<file path="src/rtl/tm_snoop_pkg.sv">
package tm_snoop_pkg;

    typedef enum logic [2:0] {
        BK_READ  = 3'd0,
        BK_RFO   = 3'd1,
        BK_WRITE = 3'd2,
        BK_TREAD = 3'd3,
        BK_TRFO  = 3'd4
    } bus_kind_e;

    typedef enum logic [1:0] {
        LS_INVALID  = 2'd0,
        LS_VALID    = 2'd1,
        LS_RESERVED = 2'd2,
        LS_DIRTY    = 2'd3
    } line_st_e;

    typedef enum logic [1:0] {
        TT_EMPTY   = 2'd0,
        TT_NORMAL  = 2'd1,
        TT_XCOMMIT = 2'd2,
        TT_XABORT  = 2'd3
    } ttag_e;

    typedef enum logic [1:0] {
        RK_NONE = 2'd0,
        RK_DATA = 2'd1,
        RK_BUSY = 2'd2,
        RK_MEM  = 2'd3
    } rsp_kind_e;

    // Shared-copy requests (plain or transactional)
    function automatic logic wants_shared(bus_kind_e k);
        return (k == BK_READ) || (k == BK_TREAD);
    endfunction

    function automatic logic is_txn_cycle(bus_kind_e k);
        return (k == BK_TREAD) || (k == BK_TRFO);
    endfunction

    // State a snooped line takes after supplying data
    function automatic line_st_e after_snoop(bus_kind_e k);
        return wants_shared(k) ? LS_VALID : LS_INVALID;
    endfunction

    // Memory picks up modified data handed to a shared reader
    function automatic logic gives_snarf(line_st_e s, bus_kind_e k);
        return (s == LS_DIRTY) && wants_shared(k);
    endfunction

endpackage

</file>
<file path="src/rtl/tm_reg_snoop.sv">
module tm_reg_snoop
    import tm_snoop_pkg::*;
#(
    parameter int ADDR_W = 5,
    parameter int DATA_W = 8,
    parameter int LINES  = 4
) (
    input  logic              clk,
    input  logic              rst,
    input  logic              snp_en,
    input  bus_kind_e         snp_kind,
    input  logic [ADDR_W-1:0] snp_addr,
    input  logic              ins_en,
    input  logic [ADDR_W-1:0] ins_addr,
    input  line_st_e          ins_state,
    input  logic [DATA_W-1:0] ins_data,
    input  logic              lw_en,
    input  logic [ADDR_W-1:0] lw_addr,
    input  logic [DATA_W-1:0] lw_data,
    output logic              hit,
    output logic [DATA_W-1:0] hit_data,
    output logic              snarf,
    output logic              wt_en,
    output logic [ADDR_W-1:0] wt_addr,
    output logic [DATA_W-1:0] wt_data
);
    localparam int IDX_W = $clog2(LINES);

    line_st_e          st_q  [LINES];
    logic [ADDR_W-1:0] tag_q [LINES];
    logic [DATA_W-1:0] dat_q [LINES];

    logic [IDX_W-1:0] s_idx, l_idx, i_idx;
    logic             l_hit;

    assign s_idx = snp_addr[IDX_W-1:0];
    assign l_idx = lw_addr[IDX_W-1:0];
    assign i_idx = ins_addr[IDX_W-1:0];

    always_comb begin
        hit      = snp_en && (snp_kind != BK_WRITE) &&
                   (st_q[s_idx] != LS_INVALID) && (tag_q[s_idx] == snp_addr);
        hit_data = dat_q[s_idx];
        snarf    = hit && gives_snarf(st_q[s_idx], snp_kind);
        l_hit    = lw_en && (st_q[l_idx] != LS_INVALID) && (tag_q[l_idx] == lw_addr);
        wt_en    = l_hit && (st_q[l_idx] == LS_VALID);
        wt_addr  = lw_addr;
        wt_data  = lw_data;
    end

    always_ff @(posedge clk) begin
        if (rst) begin
            for (int i = 0; i < LINES; i++) begin
                st_q[i]  <= LS_INVALID;
                tag_q[i] <= '0;
                dat_q[i] <= '0;
            end
        end else if (ins_en) begin
            st_q[i_idx]  <= ins_state;
            tag_q[i_idx] <= ins_addr;
            dat_q[i_idx] <= ins_data;
        end else begin
            if (hit)
                st_q[s_idx] <= after_snoop(snp_kind);
            if (l_hit) begin
                st_q[l_idx]  <= (st_q[l_idx] == LS_VALID) ? LS_RESERVED : LS_DIRTY;
                dat_q[l_idx] <= lw_data;
            end
        end
    end

endmodule

</file>
<file path="src/rtl/tm_txn_snoop.sv">
module tm_txn_snoop
    import tm_snoop_pkg::*;
#(
    parameter int ADDR_W  = 5,
    parameter int DATA_W  = 8,
    parameter int ENTRIES = 4,
    localparam int SLOT_W = $clog2(ENTRIES)
) (
    input  logic              clk,
    input  logic              rst,
    input  logic              tstatus,
    input  logic              snp_en,
    input  bus_kind_e         snp_kind,
    input  logic [ADDR_W-1:0] snp_addr,
    input  logic              ins_en,
    input  logic [SLOT_W-1:0] ins_slot,
    input  logic [ADDR_W-1:0] ins_addr,
    input  line_st_e          ins_state,
    input  ttag_e             ins_ttag,
    input  logic [DATA_W-1:0] ins_data,
    output logic              hit,
    output logic              busy,
    output logic [DATA_W-1:0] hit_data,
    output logic              snarf
);
    line_st_e          st_q  [ENTRIES];
    ttag_e             tt_q  [ENTRIES];
    logic [ADDR_W-1:0] adr_q [ENTRIES];
    logic [DATA_W-1:0] dat_q [ENTRIES];

    logic               txmode;
    logic [ENTRIES-1:0] eligible;
    logic               found;
    logic [SLOT_W-1:0]  sel;

    assign txmode = tstatus && is_txn_cycle(snp_kind);

    for (genvar g = 0; g < ENTRIES; g++) begin : g_match
        logic present;
        assign present = snp_en && (snp_kind != BK_WRITE) &&
                         (st_q[g] != LS_INVALID) && (tt_q[g] != TT_EMPTY) &&
                         (adr_q[g] == snp_addr);
        assign eligible[g] = txmode ? present : (present && (tt_q[g] == TT_NORMAL));
    end

    // Lowest matching slot wins
    always_comb begin
        found = 1'b0;
        sel   = '0;
        for (int i = ENTRIES - 1; i >= 0; i--) begin
            if (eligible[i]) begin
                found = 1'b1;
                sel   = SLOT_W'(i);
            end
        end
        hit      = found && (!txmode || ((snp_kind == BK_TREAD) && (st_q[sel] == LS_VALID)));
        busy     = found && txmode && !((snp_kind == BK_TREAD) && (st_q[sel] == LS_VALID));
        hit_data = dat_q[sel];
        snarf    = hit && !txmode && gives_snarf(st_q[sel], snp_kind);
    end

    always_ff @(posedge clk) begin
        if (rst) begin
            for (int i = 0; i < ENTRIES; i++) begin
                st_q[i]  <= LS_INVALID;
                tt_q[i]  <= TT_EMPTY;
                adr_q[i] <= '0;
                dat_q[i] <= '0;
            end
        end else if (ins_en) begin
            st_q[ins_slot]  <= ins_state;
            tt_q[ins_slot]  <= ins_ttag;
            adr_q[ins_slot] <= ins_addr;
            dat_q[ins_slot] <= ins_data;
        end else if (hit && !txmode) begin
            st_q[sel] <= after_snoop(snp_kind);
        end
    end

endmodule

</file>
<file path="src/rtl/tm_mem_responder.sv">
module tm_mem_responder
    import tm_snoop_pkg::*;
#(
    parameter int ADDR_W = 5,
    parameter int DATA_W = 8
) (
    input  logic              clk,
    input  logic              rst,
    input  logic              bus_en,
    input  bus_kind_e         bus_kind,
    input  logic [ADDR_W-1:0] bus_addr,
    input  logic [DATA_W-1:0] bus_wdata,
    input  logic              claimed,
    input  logic              snarf_en,
    input  logic [DATA_W-1:0] snarf_data,
    input  logic              wt_en,
    input  logic [ADDR_W-1:0] wt_addr,
    input  logic [DATA_W-1:0] wt_data,
    output logic              answer,
    output logic [DATA_W-1:0] rd_data
);
    localparam int WORDS = 1 << ADDR_W;

    logic [DATA_W-1:0] mem_q [WORDS];

    assign answer  = bus_en && !claimed;
    assign rd_data = (bus_kind == BK_WRITE) ? '0 : mem_q[bus_addr];

    always_ff @(posedge clk) begin
        if (rst) begin
            for (int i = 0; i < WORDS; i++)
                mem_q[i] <= '0;
        end else begin
            if (wt_en)
                mem_q[wt_addr] <= wt_data;
            if (bus_en && (bus_kind == BK_WRITE))
                mem_q[bus_addr] <= bus_wdata;
            else if (snarf_en)
                mem_q[bus_addr] <= snarf_data;
        end
    end

endmodule

</file>
<file path="src/rtl/tm_snoop_top.sv">
module tm_snoop_top
    import tm_snoop_pkg::*;
#(
    parameter int ADDR_W     = 5,
    parameter int DATA_W     = 8,
    parameter int REG_LINES  = 4,
    parameter int TX_ENTRIES = 4
) (
    input  logic                          clk,
    input  logic                          rst,
    input  logic                          tstatus,
    input  logic                          bus_valid,
    input  logic [2:0]                    bus_kind,
    input  logic [ADDR_W-1:0]             bus_addr,
    input  logic [DATA_W-1:0]             bus_wdata,
    input  logic                          inst_en,
    input  logic                          inst_to_tx,
    input  logic [$clog2(TX_ENTRIES)-1:0] inst_slot,
    input  logic [ADDR_W-1:0]             inst_addr,
    input  logic [1:0]                    inst_state,
    input  logic [1:0]                    inst_ttag,
    input  logic [DATA_W-1:0]             inst_data,
    input  logic                          lw_en,
    input  logic [ADDR_W-1:0]             lw_addr,
    input  logic [DATA_W-1:0]             lw_data,
    output logic                          rsp_valid,
    output logic [1:0]                    rsp_kind,
    output logic [DATA_W-1:0]             rsp_data
);
    bus_kind_e kind;
    assign kind = bus_kind_e'(bus_kind);

    logic              r_hit, r_snarf, r_wt;
    logic [DATA_W-1:0] r_data, r_wt_data;
    logic [ADDR_W-1:0] r_wt_addr;
    logic              t_hit, t_busy, t_snarf;
    logic [DATA_W-1:0] t_data;
    logic              m_answer;
    logic [DATA_W-1:0] m_data;
    logic              snarf_en;
    logic [DATA_W-1:0] snarf_data;

    rsp_kind_e         nxt_kind;
    logic [DATA_W-1:0] nxt_data;

    tm_reg_snoop #(.ADDR_W(ADDR_W), .DATA_W(DATA_W), .LINES(REG_LINES)) u_reg (
        .clk(clk), .rst(rst),
        .snp_en(bus_valid), .snp_kind(kind), .snp_addr(bus_addr),
        .ins_en(inst_en && !inst_to_tx), .ins_addr(inst_addr),
        .ins_state(line_st_e'(inst_state)), .ins_data(inst_data),
        .lw_en(lw_en), .lw_addr(lw_addr), .lw_data(lw_data),
        .hit(r_hit), .hit_data(r_data), .snarf(r_snarf),
        .wt_en(r_wt), .wt_addr(r_wt_addr), .wt_data(r_wt_data)
    );

    tm_txn_snoop #(.ADDR_W(ADDR_W), .DATA_W(DATA_W), .ENTRIES(TX_ENTRIES)) u_txn (
        .clk(clk), .rst(rst), .tstatus(tstatus),
        .snp_en(bus_valid), .snp_kind(kind), .snp_addr(bus_addr),
        .ins_en(inst_en && inst_to_tx), .ins_slot(inst_slot), .ins_addr(inst_addr),
        .ins_state(line_st_e'(inst_state)), .ins_ttag(ttag_e'(inst_ttag)),
        .ins_data(inst_data),
        .hit(t_hit), .busy(t_busy), .hit_data(t_data), .snarf(t_snarf)
    );

    // Data handed out from a modified line is mirrored into memory
    assign snarf_en   = !t_busy && (t_snarf || (!t_hit && r_snarf));
    assign snarf_data = t_snarf ? t_data : r_data;

    tm_mem_responder #(.ADDR_W(ADDR_W), .DATA_W(DATA_W)) u_mem (
        .clk(clk), .rst(rst),
        .bus_en(bus_valid), .bus_kind(kind), .bus_addr(bus_addr), .bus_wdata(bus_wdata),
        .claimed(t_busy || t_hit || r_hit),
        .snarf_en(snarf_en), .snarf_data(snarf_data),
        .wt_en(r_wt), .wt_addr(r_wt_addr), .wt_data(r_wt_data),
        .answer(m_answer), .rd_data(m_data)
    );

    // Response arbitration: refusal, then transactional data, then regular, then memory
    always_comb begin
        nxt_kind = RK_NONE;
        nxt_data = '0;
        if (bus_valid) begin
            if (t_busy) begin
                nxt_kind = RK_BUSY;
            end else if (t_hit) begin
                nxt_kind = RK_DATA;
                nxt_data = t_data;
            end else if (r_hit) begin
                nxt_kind = RK_DATA;
                nxt_data = r_data;
            end else if (m_answer) begin
                nxt_kind = RK_MEM;
                nxt_data = m_data;
            end
        end
    end

    always_ff @(posedge clk) begin
        if (rst) begin
            rsp_valid <= 1'b0;
            rsp_kind  <= RK_NONE;
            rsp_data  <= '0;
        end else begin
            rsp_valid <= (nxt_kind != RK_NONE);
            rsp_kind  <= nxt_kind;
            rsp_data  <= nxt_data;
        end
    end

endmodule

</file>
<file path="config.mk">
export PLATFORM = sky130hd
export DESIGN_NAME = tm_snoop_top
export DESIGN_NICKNAME = d
export VERILOG_FILES = /design/src/rtl/tm_snoop_pkg.sv /design/src/rtl/tm_reg_snoop.sv /design/src/rtl/tm_txn_snoop.sv /design/src/rtl/tm_mem_responder.sv /design/src/rtl/tm_snoop_top.sv
export SDC_FILE = /design/constraint.sdc
export NUM_CORES = 1
export LEC_CHECK = 0
export ABC_AREA = 1
export ABC_CLOCK_PERIOD_IN_PS = 4050
export BUFFER_PORTS_ARGS = -buffer_cell sky130_fd_sc_hd__buf_2
export CORE_ASPECT_RATIO = 1.4
export CORE_UTILIZATION = 55
export CTS_CLUSTER_DIAMETER = 120
export CTS_CLUSTER_SIZE = 14
export DETAILED_ROUTE_END_ITERATION = 10
export HOLD_SLACK_MARGIN = 0.03
export PLACE_DENSITY = 0.73
export SLEW_MARGIN = 20
export SYNTH_ARGS = -nofsm -noshare
export SYNTH_HDL_FRONTEND = slang
export SYNTH_HIERARCHICAL = 1
export SYNTH_SLANG_ARGS = --single-unit
</file>
<file path="constraint.sdc">
create_clock -name clk -period 4.05 [get_ports clk]
set_input_delay 0 -clock clk [delete_from_list [all_inputs] [get_ports clk]]
set_output_delay 0 -clock clk [all_outputs]
set_load 0.01 [all_outputs]
</file>
After elaboration in Yosys (flattened, before gate mapping). Memory sizes are Yosys's and may differ from the RTL's. Index checks and enable logic that the tools add are counted.

Bits in writable memories: 384. Bits in read-only memories: 0. Memories kept: 8. Input bits: 55. Output and inout bits: 11. Register bits: 11. Word-level logic and storage cells: 201. Latch bits: 0.

Memories: u_mem.mem_q (depth 32, width 8, rd ports 1, clocked after memory_dff 0, write ports 32, line tm_mem_responder.sv:24) `logic [DATA_W-1:0] mem_q [WORDS];`; u_reg.dat_q (depth 4, width 8, rd ports 1, clocked after memory_dff 0, write ports 4, line tm_reg_snoop.sv:31) `logic [DATA_W-1:0] dat_q [LINES];`; u_txn.dat_q (depth 4, width 8, rd ports 1, clocked after memory_dff 0, write ports 4, line tm_txn_snoop.sv:29) `logic [DATA_W-1:0] dat_q [ENTRIES];`; u_reg.tag_q (depth 4, width 5, rd ports 2, clocked after memory_dff 0, write ports 4, line tm_reg_snoop.sv:30) `logic [ADDR_W-1:0] tag_q [LINES];`; u_txn.adr_q (depth 4, width 5, rd ports 4, clocked after memory_dff 0, write ports 4, line tm_txn_snoop.sv:28) `logic [ADDR_W-1:0] adr_q [ENTRIES];`; u_reg.st_q (depth 4, width 2, rd ports 2, clocked after memory_dff 0, write ports 4, line tm_reg_snoop.sv:29) `line_st_e st_q [LINES];`; +2 memories.

Shift operators: 0. Equality and inequality tests: 18. Bitwise operators: 2. $lt $le $gt $ge: 0. Multiplexer cells: 94. Add/subtract/negate cells: 0. Div/mod/pow operators: 0. Reduce and logical (&&, ||, !) cells: 76. Multipliers: 0.

Operator list (number): $mux W8 (11); $mux W1 (53); $mux W2 (26); $reduce_or A8 Y1 (5); $logic_and A1 B1 Y1 (38); $eq A5 B5 Y1 (6); $reduce_bool A2 Y1 (11); $mux W5 (4); $eq A2 B1 Y1 const B (6); $reduce_or A2 Y1 (6); $reduce_or A5 Y1 (2); $eq A3 B2 Y1 const B (2); $logic_not A1 Y1 (6); $logic_or A1 B1 Y1 (6); $eq A2 B2 Y1 const B (2); $eq A3 B3 Y1 const B (1); $logic_not A3 Y1 (1); $ne A3 B2 Y1 const B (1); $reduce_or A3 Y1 (1); $not A1 Y1 (1); $or A1 B1 Y1 (1).

Logic depth before layout (Yosys ltp). Gate-level depths: netlist of the first run. An unclocked memory read counts as a cell.

Word-level depth: 27. Gate-level depth with buffers: 30. Mapped depth without buffers: 25.

Modules after synthesis. The synthesis of the first run kept the hierarchy.

Modules (own cells, without submodules): tm_mem_responder (area each 15612.5 sq um, cells an instance 2279, seq. area each 7687.4 sq um, times used 1); tm_txn_snoop (area each 3472.1 sq um, cells an instance 359, seq. area each 2042.0 sq um, times used 1); tm_reg_snoop (area each 3417.0 sq um, cells an instance 414, seq. area each 1761.7 sq um, times used 1); tm_snoop_top (area each 728.2 sq um, cells an instance 116, seq. area each 220.2 sq um, times used 1).

Least setup slack after synthesis of the first run. Ideal clock, no wire load.

Path type: register to register. From: memory u_txn.adr_q[1][0]. To: memory u_mem.mem_q[0][0], enable pin. Buffers on the path: 2. Arrival: 2999 ps. Setup slack: 714 ps. Period minus slack after synthesis: 3336 ps. Cell stages (with the launch flop): 21. Path through: edfxtp_1 xor2_1 nor3_2 nand3_2 nand2_4 nand2_4 buf_6 nand2_2 nand3_1 nand2_1 nand3_1 nor2_1 buf_2 inv_2 a21oi_1 inv_1 nand2_1 nand2_2 nor2_2 nand2_2 nand3_1.

RTL lines (line): start: declaration (tm_txn_snoop.sv:28); end: declaration (tm_mem_responder.sv:24).

==> results.py, run 1 <==
metrics = {
    "status": {
        "status": "finished clean",
    },
    "clock_network": {
        "htree_levels": 2,
        "clk_pin_slew_ps": 60,
        "cts-root-buf": "clkbuf_16",
        "cts_sinks": 395,
        "worstSkewPairLatency_ps": 560,
        "cts_buffer_depth": 3,
        "cts_tree": "built",
        "cts_setup_buffers": 0,
        "cts_buffers": 34,
    },
    "place": {
        "numPortBuffers": 65,
        "dp_hpwl_um": 49900,
        "place_area_um2": 24200,
        "gp_congestion": 0.984,
        "dp.cells": 3716,
    },
    "detailed_routing": {
        "routed_wl_um": 75400,
        "viasPerCell": 5.64,
        "vias": 21400,
        "ant_nets": 0,
        "wl_per_cell_um": 19.9,
        "first_pass_iters": 7,
        "post-route-drc-count": 0,
        "drt_iter0_markers": 2190,
    },
    "timing": {
        "setup_tns_ps": 0,
        "period_share_pct": 90.6,
        "setup_violations": 0,
        "worst_slew_pin_slew_ps": 1130,
        "fmax_ghz": 0.272,
        "finalWorstPathRequiredPeriod_ps": 3670,
        "max_slew_margin_pct": 24.8,
        "finalHoldViolCount": 0,
        "finClkSkew_ps": 26.3,
        "rsz0062_at_grt": "false",
        "slew_viol_final": 0,
    },
    "critical_path": {
        "required_ps": 4250,
        "rr_startpoint": "u_txn/adr_q[3][2]",
        "path_max_fanout": 9,
        "crit_top_cell": "nand2_1",
        "start_kind": "flip-flop",
        "slowest_stage": "edfxtp_1",
        "arrival_ps": 3870,
        "crit_start": "u_txn/adr_q[3][2]",
        "critPathCaptureType": "flip-flop",
        "crit_type": "flip-flop to flip-flop",
        "critPathTopFamily": "simple AND/OR/NAND/NOR gates",
        "worst-path-buf-inv": 5,
        "path_cells": "xnor2_1, nand2_1, nor2_1, nand2_1, nor2_4, inv_2, nand2_2, inv_2, nor2_4, nand3_1, nand2_1, nand3_1, nor2_1, inv_2, a21oi_1, inv_1, nand2_1, nand2_2, nor2_1, buf_4, nand2_1, nand3_1",
        "slowest_delay_ps": 400,
    },
    "floorplanning": {
        "die_x_um": 176,
        "row_count": 88,
        "core-area_um2": 41400,
        "start_util_pct": 56.1,
        "io_pins": 66,
        "dieArea_um2": 43100,
        "die_h_um": 245,
    },
    "synthesis": {
        "synth_warnings": 6,
        "netlist_instances": 3168,
        "ys_ff_latch": 395,
        "yosysSeqAreaShare_pct": 50.4,
        "syn_area_per_cell_um2": 7.33,
        "synth_cell_type_count": 49,
        "synthesis.area_um2": 23200,
    },
    "global_route": {
        "grt_max_degree": 99,
        "overflow": 0,
        "track_usage_pct": 35.2,
        "antenna_found_initial": 0,
        "grt_pass1_vias": 20300,
        "grt_pass1_wl_um": 114000,
    },
    "finish": {
        "fin_util_pct": 61.4,
        "finalInstanceArea_um2": 25400,
        "layout.cells.non_filler": 3792,
        "nNetsFinal": 3297,
        "area_growth_pct": 9.46,
        "drive_gt1_share_pct": 9.97,
    },
    "power": {
        "power.density_nw_per_um2": 340,
        "ir_worst_vdd_uv": 391,
        "p_leak_nw": 12.0,
    },
    "worst_hold_path": {
        "hold_start": "inst_slot[1]",
        "hp-class": "input port to flip-flop",
    },
    "run": {
        "max-cap-violations": 0,
    },
}
-- path summary, 6_finish.rpt --
| kind | end | slack, ps | cells after the start |
|---|---|---|---|
| max | u_mem/mem_q[6][4] | 380 | 22 |
| min reg2reg | u_reg/st_q[0][1] | 510 | 2 |
| min | u_txn/adr_q[2][1] | 70 | 4 |
| max reg2reg | u_mem/mem_q[6][4] | 380 | 22 |
-- flip-flops by register name, summed over array words and instances, names as in the netlist --
register / count
rsp_valid: 1
u_reg/st_q: 8
rsp_kind: 2
u_txn/dat_q: 32
rsp_data: 8
u_mem/mem_q: 256
u_reg/dat_q: 32
u_txn/adr_q: 20
u_txn/st_q: 8
u_txn/tt_q: 8
u_reg/tag_q: 20
-- where the power goes --
group / leakage [nW] / switching [mW] / internal [mW]
clock network: 0.450 / 1.46 / 1.54
logic: 7.59 / 0.725 / 0.228
registers: 3.98 / 0.0608 / 4.65
-- per-stage QoR --
| step | total power [mW] | hold WS (ps) | setup slack (ps) |
|---|---|---|---|
| after floorplan | 5.33 | 146 | 714 |
| after global placement | 5.68 | 370 | 564 |
| after detailed placement | 5.70 | 364 | 400 |
| after CTS | 8.65 | 46.3 | 412 |
| after global routing | 8.89 | 68.8 | 105 |
| final | 8.65 | 67.1 | 379 |
-- kinds of logic after synthesis --
group                  Yosys count  synth area share, %
AND/OR/NAND/NOR               2350                 40.4
AO/OA/AOI/OAI                  103                 3.00
XOR/XNOR                        16                0.603
buffers and inverters          303                 5.60
flip-flops                     395                 50.4
other                            1               0.0161
-- cell usage after synthesis (all sizes together) --
cell / count / share of area, %
a22oi: 1 / 0.054
clkbuf: 80 / 1.3
o21a: 10 / 0.32
o21ai: 37 / 0.85
buf: 65 / 1.7
nand3: 141 / 3.3
clkinv: 3 / 0.054
a21oi: 26 / 0.66
nand2: 1669 / 27
nor4: 1 / 0.027
nand4: 8 / 0.22
o32ai: 8 / 0.30
a21o: 1 / 0.032
nor2: 506 / 8.6
xor2: 5 / 0.19
o211ai: 1 / 0.032
or2: 1 / 0.027
o22ai: 18 / 0.73
dfxtp: 15 / 1.3
inv: 155 / 2.5
nor3: 20 / 0.57
conb: 1 / 0.016
a31oi: 1 / 0.027
xnor2: 11 / 0.41
nor3b: 2 / 0.11
nand3b: 2 / 0.065
edfxtp: 380 / 49
-- area by class of cell --
class,instances,area [um2]
clock inverters,4,50.0
inverters,158,598
diodes,1,2.50
flip-flops and latches,395,11700
clock buffers,41,877
fillers,3720,16000
well taps,540,676
multi-input cells,2473,10200
repair buffers,180,1280
-- per-layer routing --
metal | share of wire, % | vias to the layer above | global-route usage [%]
li1 | - | 10100 | -
met5 | 0 | - | 0
met1 | 35 | 9698 | 40.8
met3 | 9.6 | 303 | 5.33
met2 | 48 | 1273 | 60.4
met4 | 6.9 | 0 | 23.0
-- layout by cell type, fill, tap and decap left out, types with 2 or more instances in the layout --
| master | instances |
|---|---|
| nand2_1 | 1633 |
| nor2_1 | 476 |
| edfxtp_1 | 380 |
| nand3_1 | 130 |
| inv_1 | 119 |
| buf_4 | 85 |
| buf_2 | 64 |
| clkbuf_16 | 34 |
| nand2_2 | 33 |
| inv_2 | 32 |
| dlygate4sd3_1 | 30 |
| o21ai_0 | 29 |
| nor2_2 | 26 |
| a21oi_1 | 22 |
| dfxtp_1 | 15 |
| nor3_1 | 14 |
| xnor2_1 | 11 |
| nand3_2 | 10 |
| o21a_1 | 10 |
| o22ai_1 | 9 |
| o22ai_2 | 9 |
| nand4_1 | 8 |
| o32ai_1 | 8 |
| clkbuf_1 | 7 |
| nor3_2 | 5 |
| xor2_1 | 5 |
| o21ai_1 | 5 |
| clkinv_1 | 4 |
| conb_1 | 4 |
| o21ai_2 | 3 |
| nand2_4 | 3 |
| nor2_4 | 3 |
| a21oi_2 | 3 |
| inv_6 | 2 |
| clkinv_8 | 2 |
| clkinv_2 | 2 |
| nand3b_1 | 2 |
-- worst min-delay path, stage by stage --
cell and delay, ps:
buf_2 100, nand2_1 80, buf_4 220, nor2_1 100
-- timing repair --
item	CTS	global route
resized for setup	0	0
hold endpoints to repair	139	0
setup endpoints to repair	0	0
hold buffers	30	0
(Power assumes the default switching activity.)
==> run 2, diff against run 1 <==
--- a/config.mk
+++ b/config.mk
@@ -5,10 +5,10 @@
 export SDC_FILE = /design/constraint.sdc
 export NUM_CORES = 1
 export LEC_CHECK = 0
-export ABC_AREA = 1
 export ABC_CLOCK_PERIOD_IN_PS = 4050
 export BUFFER_PORTS_ARGS = -buffer_cell sky130_fd_sc_hd__buf_2
 export CORE_ASPECT_RATIO = 1.4
+export CORE_MARGIN = 3
 export CORE_UTILIZATION = 55
 export CTS_CLUSTER_DIAMETER = 120
 export CTS_CLUSTER_SIZE = 14
==> run 2 against run 1 <==
The run now ends with negative setup slack left; via count fell by 20%; combinational power fell by 0.8%; non-clock buffer count rose by 54; sequential share of layout area rose by 1.7 points; clock skew fell by 5.2 ps; final area fell by 3.5%; fmax fell by 11%; area after synthesis fell by 7.9%; critical path type unchanged; critical endpoint is now u_mem/mem_q[19][5]; highest routed layer unchanged.
==> results.py, run 2 <==
metrics = {
    "status": {
        "status": "finished with violations",
        "failed_checks": "negative setup slack",
    },
    "finish": {
        "top_regs": "u_mem/mem_q: 256 flops, u_reg/dat_q: 32 flops, u_txn/dat_q: 32 flops",
        "layout_commonest_cell": "edfxtp_1",
        "drive_gt1_share_pct": 19.2,
        "fin_util_pct": 64.7,
        "regMostFlops": "u_mem/mem_q",
        "area_growth_pct": 14.8,
        "nNetsFinal": 2071,
        "largest_register_ff_count": 256,
        "diodes": 0,
        "final_cell_mix": "edfxtp_1, nand3_1, o21ai_1",
    },
    "global_route": {
        "grt_max_degree": 58,
        "grt_pass1_vias": 16300,
        "grt_pass1_wl_um": 93100,
        "track_usage_pct": 29.3,
        "antenna_found_initial": 0,
        "overflow": 0,
    },
    "synthesis": {
        "synthMuxAreaShare_pct": 9.37,
        "syn_area_per_cell_um2": 11.1,
        "synthesis.area_um2": 21400,
        "synthSimpleGateAreaFrac_pct": 17.2,
        "synth_top_family_by_area": "simple AND/OR/NAND/NOR gates",
        "synth_top_flop_cell": "edfxtp_1",
        "yosysSeqAreaShare_pct": 54.8,
        "synth_cell_type_count": 82,
        "netlist_top_cells_count": "edfxtp_1, nand3_1, o21ai_0, mux2i_1, nor2_1",
        "synth_edf_count": 380,
        "netlist_top_cells_area": "edfxtp_1, mux2i_1, nand3_1, o21ai_0, and2_1",
        "synthArstFlopShare_pct": 0,
        "synth_warnings": 6,
        "ys_ff_latch": 395,
        "netlist_instances": 1922,
        "synth.most_common_cell": "edfxtp_1",
        "synth_fa_ha_area_share_pct": 0,
        "synth_compound_area_share_pct": 12.9,
        "synth_top_area_cell": "edfxtp_1",
        "synth_top_area_share_pct": 53.4,
        "synth_xor_area_share_pct": 1.23,
    },
    "clock_network": {
        "cts_sinks": 395,
        "worstSkewPairLatency_ps": 530,
        "clk_pin_slew_ps": 70,
        "cts_buffers": 34,
        "htree_levels": 2,
        "cts_tree": "built",
        "cts-root-buf": "clkbuf_16",
        "cts_buffer_depth": 3,
    },
    "critical_path": {
        "path_max_fanout": 8,
        "endpoint": "u_mem/mem_q[19][5]",
        "rr_startpoint": "u_txn/adr_q[3][4]",
        "required_ps": 4320,
        "worstReg2RegEnd": "u_mem/mem_q[19][5]",
        "reg2regPathDepth": 18,
        "crit_type": "flip-flop to flip-flop",
        "crit_start": "u_txn/adr_q[3][4]",
        "critPathCaptureType": "flip-flop",
        "arrival_ps": 4380,
        "rrSetupSlack_ps": -60,
        "start_kind": "flip-flop",
    },
    "timing": {
        "setup_slack_ps": -61.1,
        "setup_violations": 115,
        "worst_slew_pin_slew_ps": 1010,
        "finClkSkew_ps": 21.1,
        "period_share_pct": 102,
        "rsz0062_at_grt": "true",
        "slew_viol_final": 0,
        "finalWorstPathRequiredPeriod_ps": 4110,
        "setup_tns_ps": -1540,
        "fmax_ghz": 0.243,
        "max_slew_margin_pct": 32.4,
        "finalHoldViolCount": 0,
    },
    "floorplanning": {
        "dieArea_um2": 41300,
        "start_util_pct": 56.4,
        "io_pins": 66,
        "die_h_um": 239,
        "row_count": 84,
        "die_x_um": 173,
        "core-area_um2": 37900,
    },
    "place": {
        "pre_cts_ws_ps": -153,
        "dp_hpwl_um": 41300,
        "numPortBuffers": 65,
        "gp_congestion": 0.938,
    },
    "detailed_routing": {
        "wl_per_cell_um": 26.1,
        "ant_nets": 0,
        "viasPerCell": 6.73,
        "routed_wl_um": 66400,
        "drt_iter0_markers": 2162,
        "vias": 17100,
        "first_pass_iters": 7,
        "post-route-drc-count": 0,
    },
    "run": {
        "max-cap-violations": 0,
    },
    "power": {
        "p_leak_nw": 8.92,
        "power.density_nw_per_um2": 353,
        "ir_worst_vdd_uv": 426,
    },
    "worst_hold_path": {
        "hp-class": "input port to flip-flop",
    },
}
## run 2: layout make-up
type	instances	area, um2
clock inverter	2	25.0
inverter	27	101
timing repair buffer	234	2070
multi-input combinational	1324	9070
clock buffer	46	917
sequential	395	11700
tap	516	646
fill	2826	13400
## run 2: layer usage
metal | wire (um) | part of all wire (%) | global-route usage (%) | vias to the layer above
li1 | - | - | - | 7474
met1 | 22400 | 34 | 34.4 | 8190
met2 | 32100 | 48 | 50.2 | 1169
met3 | 6910 | 10 | 4.49 | 297
met4 | 5050 | 7.6 | 19.1 | 0
met5 | 0 | 0 | 0 | -
## run 2: cell families (layout without fill, tap and decap cells)
logic type / after synthesis / in the layout
other cells: 1 / 4
simple gates: 654 / 654
flops: 395 / 395
xor+xnor: 30 / 30
buf+inv: 206 / 309
compound gates: 457 / 457
mux: 179 / 179
## run 2: timing repair
item | CTS | global route
hold buffers | 20 | 0
buffers inserted | 0 | 19
gates resized for setup | 4 | 196
endpoints found under the hold margin | 113 | 0
endpoints found under the setup margin | 275 | 513
gates cloned | 0 | 12
pin swaps | 0 | 32
## run 2: through the flow
step	instances	power, mW	instance area, um2	hold slack, ps
after detailed placement	2445	5.62	22700	356
after floorplan	1925	5.28	21400	154
final	2544	8.67	24500	89.1
after CTS	2513	8.59	23800	73.5
after global placement	2445	5.59	22700	350
after global routing	2544	8.87	24500	102
## run 2: power breakdown
group	internal [mW]	total, mW	switching [mW]
logic	0.311	0.946	0.635
clock network	1.58	3.02	1.44
registers	4.64	4.71	0.0616
## run 2: critical path, stage by stage (launching register included)
cell       delay, ps
edfxtp_1         390
xor2_1           170
nor4_2           340
o2111ai_2        230
a211oi_4         320
buf_4            160
mux2i_1           70
mux2i_1          290
a31oi_4          160
and2b_1          200
inv_1             90
o21a_1           210
nor3b_2          220
buf_6            180
buf_12           120
mux2i_4          240
buf_12           160
clkbuf_16        180
o21ai_0           90
## run 2: how the worst min path moves through the flow
stage                  endpoint          start  cells past startpoint  slack, ps
2_1_floorplan       rsp_kind[1]      bus_valid                      2        150
3_3_place_gp   u_txn/tt_q[3][1]   inst_ttag[1]                      2        350
3_5_place_dp   u_txn/tt_q[3][0]   inst_ttag[0]                      2        360
4_1_cts        u_txn/st_q[3][0]  inst_state[0]                      4         70
5_1_grt        u_txn/st_q[3][0]  inst_state[0]                      4        100
6_report       u_txn/st_q[3][0]  inst_state[0]                      4         90
